[src/rtl/svseq_pkg.sv]
package svseq_pkg;
  localparam int PHASES = 3;
  localparam int SEQ_LEN = 4;
  localparam int CORNERS = 3;
endpackage

[src/rtl/svseq_vertex_expand.sv]
module svseq_vertex_expand
  import svseq_pkg::*;
#(
  parameter int LW = 3,
  parameter int NW = 3
) (
  input  logic [PHASES*LW-1:0] base_st,
  input  logic [NW-1:0]        n_levels,
  output logic [PHASES*LW-1:0] top_st,
  output logic [PHASES*LW-1:0] sub_st,
  output logic                 multi_red,
  output logic                 in_range
);
  localparam int XW = ((LW > NW) ? LW : NW) + 1;

  logic [LW-1:0] max_ph;
  logic [XW-1:0] top_lvl, k_max;

  always_comb begin
    max_ph = base_st[LW-1:0];
    for (int p = 1; p < PHASES; p++)
      if (base_st[p*LW +: LW] > max_ph) max_ph = base_st[p*LW +: LW];
    top_lvl  = XW'(n_levels) - XW'(1);
    in_range = (n_levels >= NW'(2)) && (XW'(max_ph) <= top_lvl);
    k_max    = top_lvl - XW'(max_ph);
    multi_red = in_range && (k_max != '0);
    for (int p = 0; p < PHASES; p++) begin
      if (in_range) begin
        top_st[p*LW +: LW] = base_st[p*LW +: LW] + LW'(k_max);
        sub_st[p*LW +: LW] = multi_red ? top_st[p*LW +: LW] - LW'(1)
                                       : top_st[p*LW +: LW];
      end else begin
        top_st[p*LW +: LW] = base_st[p*LW +: LW];
        sub_st[p*LW +: LW] = base_st[p*LW +: LW];
      end
    end
  end
endmodule

[src/rtl/svseq_vz_pick.sv]
module svseq_vz_pick
  import svseq_pkg::*;
#(
  parameter int CW = 12
) (
  input  logic [CORNERS*CW-1:0] alpha,
  input  logic [CORNERS*CW-1:0] beta,
  output logic [1:0]            vz_idx
);
  logic [CORNERS-1:0][CW+1:0] offs;

  for (genvar g = 0; g < CORNERS; g++) begin : g_off
    logic signed [CW:0] a_x, b_x;
    logic [CW:0] a_m, b_m;
    always_comb begin
      a_x = {alpha[g*CW+CW-1], alpha[g*CW +: CW]};
      b_x = {beta[g*CW+CW-1], beta[g*CW +: CW]};
      a_m = (a_x < 0) ? $unsigned(-a_x) : $unsigned(a_x);
      b_m = (b_x < 0) ? $unsigned(-b_x) : $unsigned(b_x);
      offs[g] = {1'b0, a_m} + {1'b0, b_m};
    end
  end

  always_comb begin
    vz_idx = 2'd0;
    if (offs[1] < offs[0]) vz_idx = 2'd1;
    if ((vz_idx == 2'd0 && offs[2] < offs[0]) ||
        (vz_idx == 2'd1 && offs[2] < offs[1])) vz_idx = 2'd2;
  end
endmodule

[src/rtl/svseq_order_pick.sv]
module svseq_order_pick
  import svseq_pkg::*;
#(
  parameter int LW = 3
) (
  input  logic [PHASES*LW-1:0] lo_st,
  input  logic [PHASES*LW-1:0] x_st,
  input  logic [PHASES*LW-1:0] y_st,
  input  logic [PHASES*LW-1:0] hi_st,
  output logic [PHASES*LW-1:0] mid0,
  output logic [PHASES*LW-1:0] mid1,
  output logic                 ord_ok
);
  function automatic logic one_up(input logic [PHASES*LW-1:0] a,
                                  input logic [PHASES*LW-1:0] b);
    int raised;
    logic others_same;
    raised = 0;
    others_same = 1'b1;
    for (int p = 0; p < PHASES; p++) begin
      if ({1'b0, b[p*LW +: LW]} == {1'b0, a[p*LW +: LW]} + (LW+1)'(1))
        raised++;
      else if (b[p*LW +: LW] != a[p*LW +: LW])
        others_same = 1'b0;
    end
    return others_same && (raised == 1);
  endfunction

  logic ok_a, ok_b;

  always_comb begin
    ok_a   = one_up(lo_st, x_st) && one_up(x_st, y_st) && one_up(y_st, hi_st);
    ok_b   = one_up(lo_st, y_st) && one_up(y_st, x_st) && one_up(x_st, hi_st);
    ord_ok = ok_a || ok_b;
    mid0   = (ok_a || !ok_b) ? x_st : y_st;
    mid1   = (ok_a || !ok_b) ? y_st : x_st;
  end
endmodule

[src/rtl/svseq_gen.sv]
module svseq_gen
  import svseq_pkg::*;
#(
  parameter int MAX_LEVELS = 5,
  parameter int CW = 12,
  parameter int LW = $clog2(MAX_LEVELS),
  parameter int NW = $clog2(MAX_LEVELS + 1)
) (
  input  logic                          clk,
  input  logic                          rst_n,
  input  logic                          sample_stb,
  input  logic                          odd_interval,
  input  logic [NW-1:0]                 n_levels,
  input  logic [CORNERS*PHASES*LW-1:0]  vtx_state,
  input  logic [CORNERS*CW-1:0]         vtx_alpha,
  input  logic [CORNERS*CW-1:0]         vtx_beta,
  output logic [SEQ_LEN*PHASES*LW-1:0]  seq_state,
  output logic                          seq_valid,
  output logic                          seq_err
);
  localparam int SW = PHASES * LW;

  logic [CORNERS-1:0][SW-1:0] top_st, sub_st;
  logic [CORNERS-1:0]         multi, inr;
  logic [1:0]                 vz_idx;
  logic [SW-1:0]              lo_st, hi_st, x_st, y_st, mid0, mid1;
  logic                       vz_multi, ord_ok, err_c;
  logic [SEQ_LEN*SW-1:0]      seq_c;

  for (genvar g = 0; g < CORNERS; g++) begin : g_vx
    svseq_vertex_expand #(.LW(LW), .NW(NW)) u_vx (
      .base_st  (vtx_state[g*SW +: SW]),
      .n_levels (n_levels),
      .top_st   (top_st[g]),
      .sub_st   (sub_st[g]),
      .multi_red(multi[g]),
      .in_range (inr[g])
    );
  end

  svseq_vz_pick #(.CW(CW)) u_vz (
    .alpha (vtx_alpha),
    .beta  (vtx_beta),
    .vz_idx(vz_idx)
  );

  always_comb begin
    case (vz_idx)
      2'd1: begin
        lo_st = sub_st[1]; hi_st = top_st[1]; vz_multi = multi[1];
        x_st = top_st[0]; y_st = top_st[2];
      end
      2'd2: begin
        lo_st = sub_st[2]; hi_st = top_st[2]; vz_multi = multi[2];
        x_st = top_st[0]; y_st = top_st[1];
      end
      default: begin
        lo_st = sub_st[0]; hi_st = top_st[0]; vz_multi = multi[0];
        x_st = top_st[1]; y_st = top_st[2];
      end
    endcase
  end

  svseq_order_pick #(.LW(LW)) u_ord (
    .lo_st (lo_st),
    .x_st  (x_st),
    .y_st  (y_st),
    .hi_st (hi_st),
    .mid0  (mid0),
    .mid1  (mid1),
    .ord_ok(ord_ok)
  );

  always_comb begin
    err_c = !(&inr) || !vz_multi || !ord_ok;
    seq_c = odd_interval ? {lo_st, mid0, mid1, hi_st}
                         : {hi_st, mid1, mid0, lo_st};
  end

  always_ff @(posedge clk or negedge rst_n) begin
    if (!rst_n) begin
      seq_state <= '0;
      seq_valid <= 1'b0;
      seq_err   <= 1'b0;
    end else if (sample_stb) begin
      seq_state <= seq_c;
      seq_valid <= 1'b1;
      seq_err   <= err_c;
    end
  end
endmodule

[config.mk]
export PLATFORM = sky130hd
export DESIGN_NAME = svseq_gen
export DESIGN_NICKNAME = d
export VERILOG_FILES = /design/src/rtl/svseq_pkg.sv /design/src/rtl/svseq_vertex_expand.sv /design/src/rtl/svseq_vz_pick.sv /design/src/rtl/svseq_order_pick.sv /design/src/rtl/svseq_gen.sv
export SDC_FILE = /design/constraint.sdc
export NUM_CORES = 1
export LEC_CHECK = 0
export BUFFER_PORTS_ARGS = -buffer_cell sky130_fd_sc_hd__buf_2
export CAP_MARGIN = 20
export CORE_MARGIN = 1
export CORE_UTILIZATION = 28
export DETAILED_ROUTE_END_ITERATION = 6
export GPL_TIMING_DRIVEN = 0
export HOLD_SLACK_MARGIN = 0.12
export PLACE_DENSITY = 0.58
export SYNTH_ARGS = -nofsm -noshare
export SYNTH_HDL_FRONTEND = slang
export SYNTH_SLANG_ARGS = --single-unit
[constraint.sdc]
create_clock -name clk -period 0.8 [get_ports clk]
set_input_delay 0.16 -clock clk [delete_from_list [all_inputs] [get_ports clk]]
set_output_delay 0.16 -clock clk [all_outputs]
set_load 0.02 [all_outputs]
==> flow_summary_export.csv <==
group,metric,value,unit
run_status,status,"complete, but fails checks",
run_status,violations,"design-rule violations, negative hold slack, negative setup slack",
global_routing,grt_overflow_total,0,
layout,area_growth,41.6,%
pwr,power.total,0.0711,W
drt,finalWirelength,39700,µm
synth,syn_area,0.0117,mm²
floorplanning,rows,74,
layout,drive_gt1_share,37.3,%
drt,drt-vias-per-instance,5.23,
pwr,irDropWorstVdd,1880,µV
pwr,powerDensity,4280,mW/mm²
layout,ff_latch_area,951,µm²
synth,synthFlopType,"dfrtp_1",
pwr,leakagePower,7.40,nW
layout,final_cells,2330,
sta,rsz0062_at_grt,"yes",
synth,yosysMostFrequentCell,"xnor2_1",
synth,ys_top_cells_by_count,"xnor2_1, ha_1, inv_1, nand2_1, a21oi_1",
synth,synth-compound-area-share,24.2,%
setup_path,worstPathArrival,8.02,ns
synth,synth-simple-area-share,17.9,%
drt,drtPass1Iterations,7,
cts,tritoncts,"yes",
drt,ant_nets,0,
cts,clock_latency,0.29,ns
setup_path,cp_num_buf_inv,9,
setup_path,r2r_cells,2,
sta,setup_ws,-7.04,ns
drt,via_count,12200,
setup_path,path_common_cell,"inv_2",
setup_path,worstSetupStartpoint,"vtx_state[10]",
sta,setup_viol,76,
synth,ys_ff_latch,38,
synth,yosys-top-cells-area,"ha_1, xnor2_1, dfrtp_1",
setup_path,endpoint_kind,"flip-flop",
synth,yosys_warnings,0,
sta,report.final.hold_viol_count,14,
setup_path,max_stage_delay,0.57,ns
global_routing,track_usage,17.7,%
placed_design,numPortBuffers,141,
worst_hold_path,worstHoldPathType,"in -> async",
global_routing,grt_pass1_wl,61200,µm
synth,synthAdderAreaFrac,18.0,%
setup_path,cp.depth,45,
setup_path,cp.required,0.98,ns
synth,synth_top_area_cell,"ha_1",
setup_path,slowest_stage,"fa_2",
cts,clk_pin_slew,0.06,ns
floorplanning,core,0.0411,mm²
sta,worst_slew_pin_slew,0.990,ns
cts,cts-root-buf,"clkbuf_16",
setup_path,crit_type,"in -> reg",
sta,fin_crit,7.84,ns
layout,fin_nets,2063,
floorplanning,die-height,207,µm
placed_design,dp_hpwl,30700,µm
floorplanning,die_area,0.0427,mm²
layout,multi_input_area,0.0117,mm²
cts,h-tree-depth,2,
global_routing,antenna_found_initial,0,
sta,post-route-period-util,980,%
floorplanning,fp.dieW,207,µm
setup_path,crit_family,"adder cells",
sta,clock-skew-final,0,ns
sta,hold_ws,-0.00838,ns
setup_path,r2r_start,"seq_state[21]",
layout,fill_cells,4120,
synth,yosysSeqAreaShare,8.10,%
synth,synth.distinct_cells,101,
synth,synthCells,1489,
synth,synth_xor_xnor_area_share,16.3,%
cts,cts_buffers,5,
synth,synth-edff-count,0,
global_routing,grt_max_degree,39,
sta,slew_viol_final,0,
sta,setup_tns,-216.87,ns
drt,route.detailed.drc,7,
synth,syn_area_per_cell,7.88,µm²
layout,n_antenna_cell,0,
synth,synth_mux_area_share,9.20,%
drt,routedWlPerCell,17.1,µm
cts,cts_num_sinks,38,
global_routing,grt_pass1_vias,12100,
floorplanning,start_util,28.6,%
synth,yosysTopAreaCellShare,15.5,%
synth,ys_async_sr_fraction,100,%
setup_path,worstSetupStartpointType,"primary input",
setup_path,cp_max_fo,5,
floorplanning,io_pins,144,
sta,fmax,0.128,GHz
flow_run,cap_violations,0,
synth,synth_top_family_by_area,"compound AO/OA/AOI/OAI gates",
placed_design,gp_congestion,0.935,
sta,max-slew-margin-rel,32.1,%
cts,cts_buffer_depth,2,
drt,drt_first_iter_violations,646,
placed_design,dpl.cell_count,2167,
routing by layer:
metal / vias up / wire length (µm) / GRT usage [%]
li1: 5997 / - / -
met2: 296 / 20200 / 32.7
met4: 0 / 1010 / 5.03
met5: - / 0 / 0
met1: 5831 / 17100 / 21.7
met3: 67 / 1390 / 1.54
cell usage in the layout (no fill, tap or decap), drive strengths merged, types with 9 or more instances in the layout:
cell / Yosys / routed
a21o: 31 / 31
buf: 23 / 320
fa: 15 / 15
and3: 11 / 11
or3: 15 / 15
nor2: 94 / 94
a21oi: 106 / 106
clkbuf: 23 / 28
mux2i: 58 / 58
xnor2: 159 / 159
o41ai: 11 / 11
or4: 9 / 9
mux2: 36 / 36
a21boi: 23 / 23
ha: 145 / 145
nor2b: 23 / 23
a211oi: 11 / 11
nand2b: 20 / 20
o21bai: 12 / 12
and2: 15 / 15
nand2: 112 / 112
o31ai: 19 / 19
nand3: 29 / 29
nand4: 13 / 13
nor4: 17 / 17
inv: 123 / 120
o21ai: 88 / 88
a31oi: 12 / 12
o211ai: 22 / 22
xor2: 40 / 40
a211o: 16 / 16
dfrtp: 38 / 38
nor3: 25 / 25
through the flow:
stage	util, %	worst slack, ns	cell area (µm²)
final	40.4	-7.04	16600
after global routing	40.4	-7.36	16600
after CTS	37.9	-7.15	15600
after detailed placement	32.9	-8.58	13500
after global placement	32.9	-8.61	13500
after floorplan	-	-6.79	12200
path summary, 6_finish.rpt:
| kind | slack (ns) | to |
|---|---|---|
| min in group clk | 0.18 | seq_state[1] |
| worst min register to register | 0.51 | seq_state[24] |
| worst min-delay path | -0.008 | seq_state[1] |
| max in group asynchronous | 0.27 | seq_state[15] |
| worst max register to register | -0.13 | seq_state[21] |
| worst max-delay path | -7.04 | seq_state[24] |
registers in the layout (all words and copies together), names as in the netlist:
name       flops
seq_valid      1
seq_err        1
seq_state     36
final cells by class:
type                            count  area share (%)
Inverter                          123            2.91
Timing Repair Buffer              299            13.7
Multi-Input combinational cell   1287            70.2
Clock buffer                        6           0.836
Sequential cell                    38            5.72
Tap cell                          532            4.01
Clock inverter                      2           0.361
Buffer                             43            2.21
logic make-up (layout without fill, tap and decap cells):
logic type | after synthesis | count (layout)
DFF | 38 | 38
adders and majority gates | 160 | 160
buffers and inverters | 169 | 473
other | 1 | 6
AOI/OAI and AO/OA | 409 | 409
muxes | 95 | 95
xor gates and xnor gates | 206 | 206
and+or+nand+nor | 411 | 411
report_power, final:
| part | switching, W | total [W] | internal [W] |
|---|---|---|---|
| Sequential | 0.000681 | 0.00351 | 0.00283 |
| Combinational | 0.0341 | 0.0650 | 0.0308 |
| Clock | 0.000795 | 0.00267 | 0.00187 |
what timing repair did:
item	4_1_cts	5_1_grt
pin swaps	53	57
endpoints found under the hold margin	38	38
resized for setup	236	167
endpoints found under the setup margin	75	76
cloned	2	0
setup buffers	108	49
Note: power is estimated with default switching activity, not from simulation.
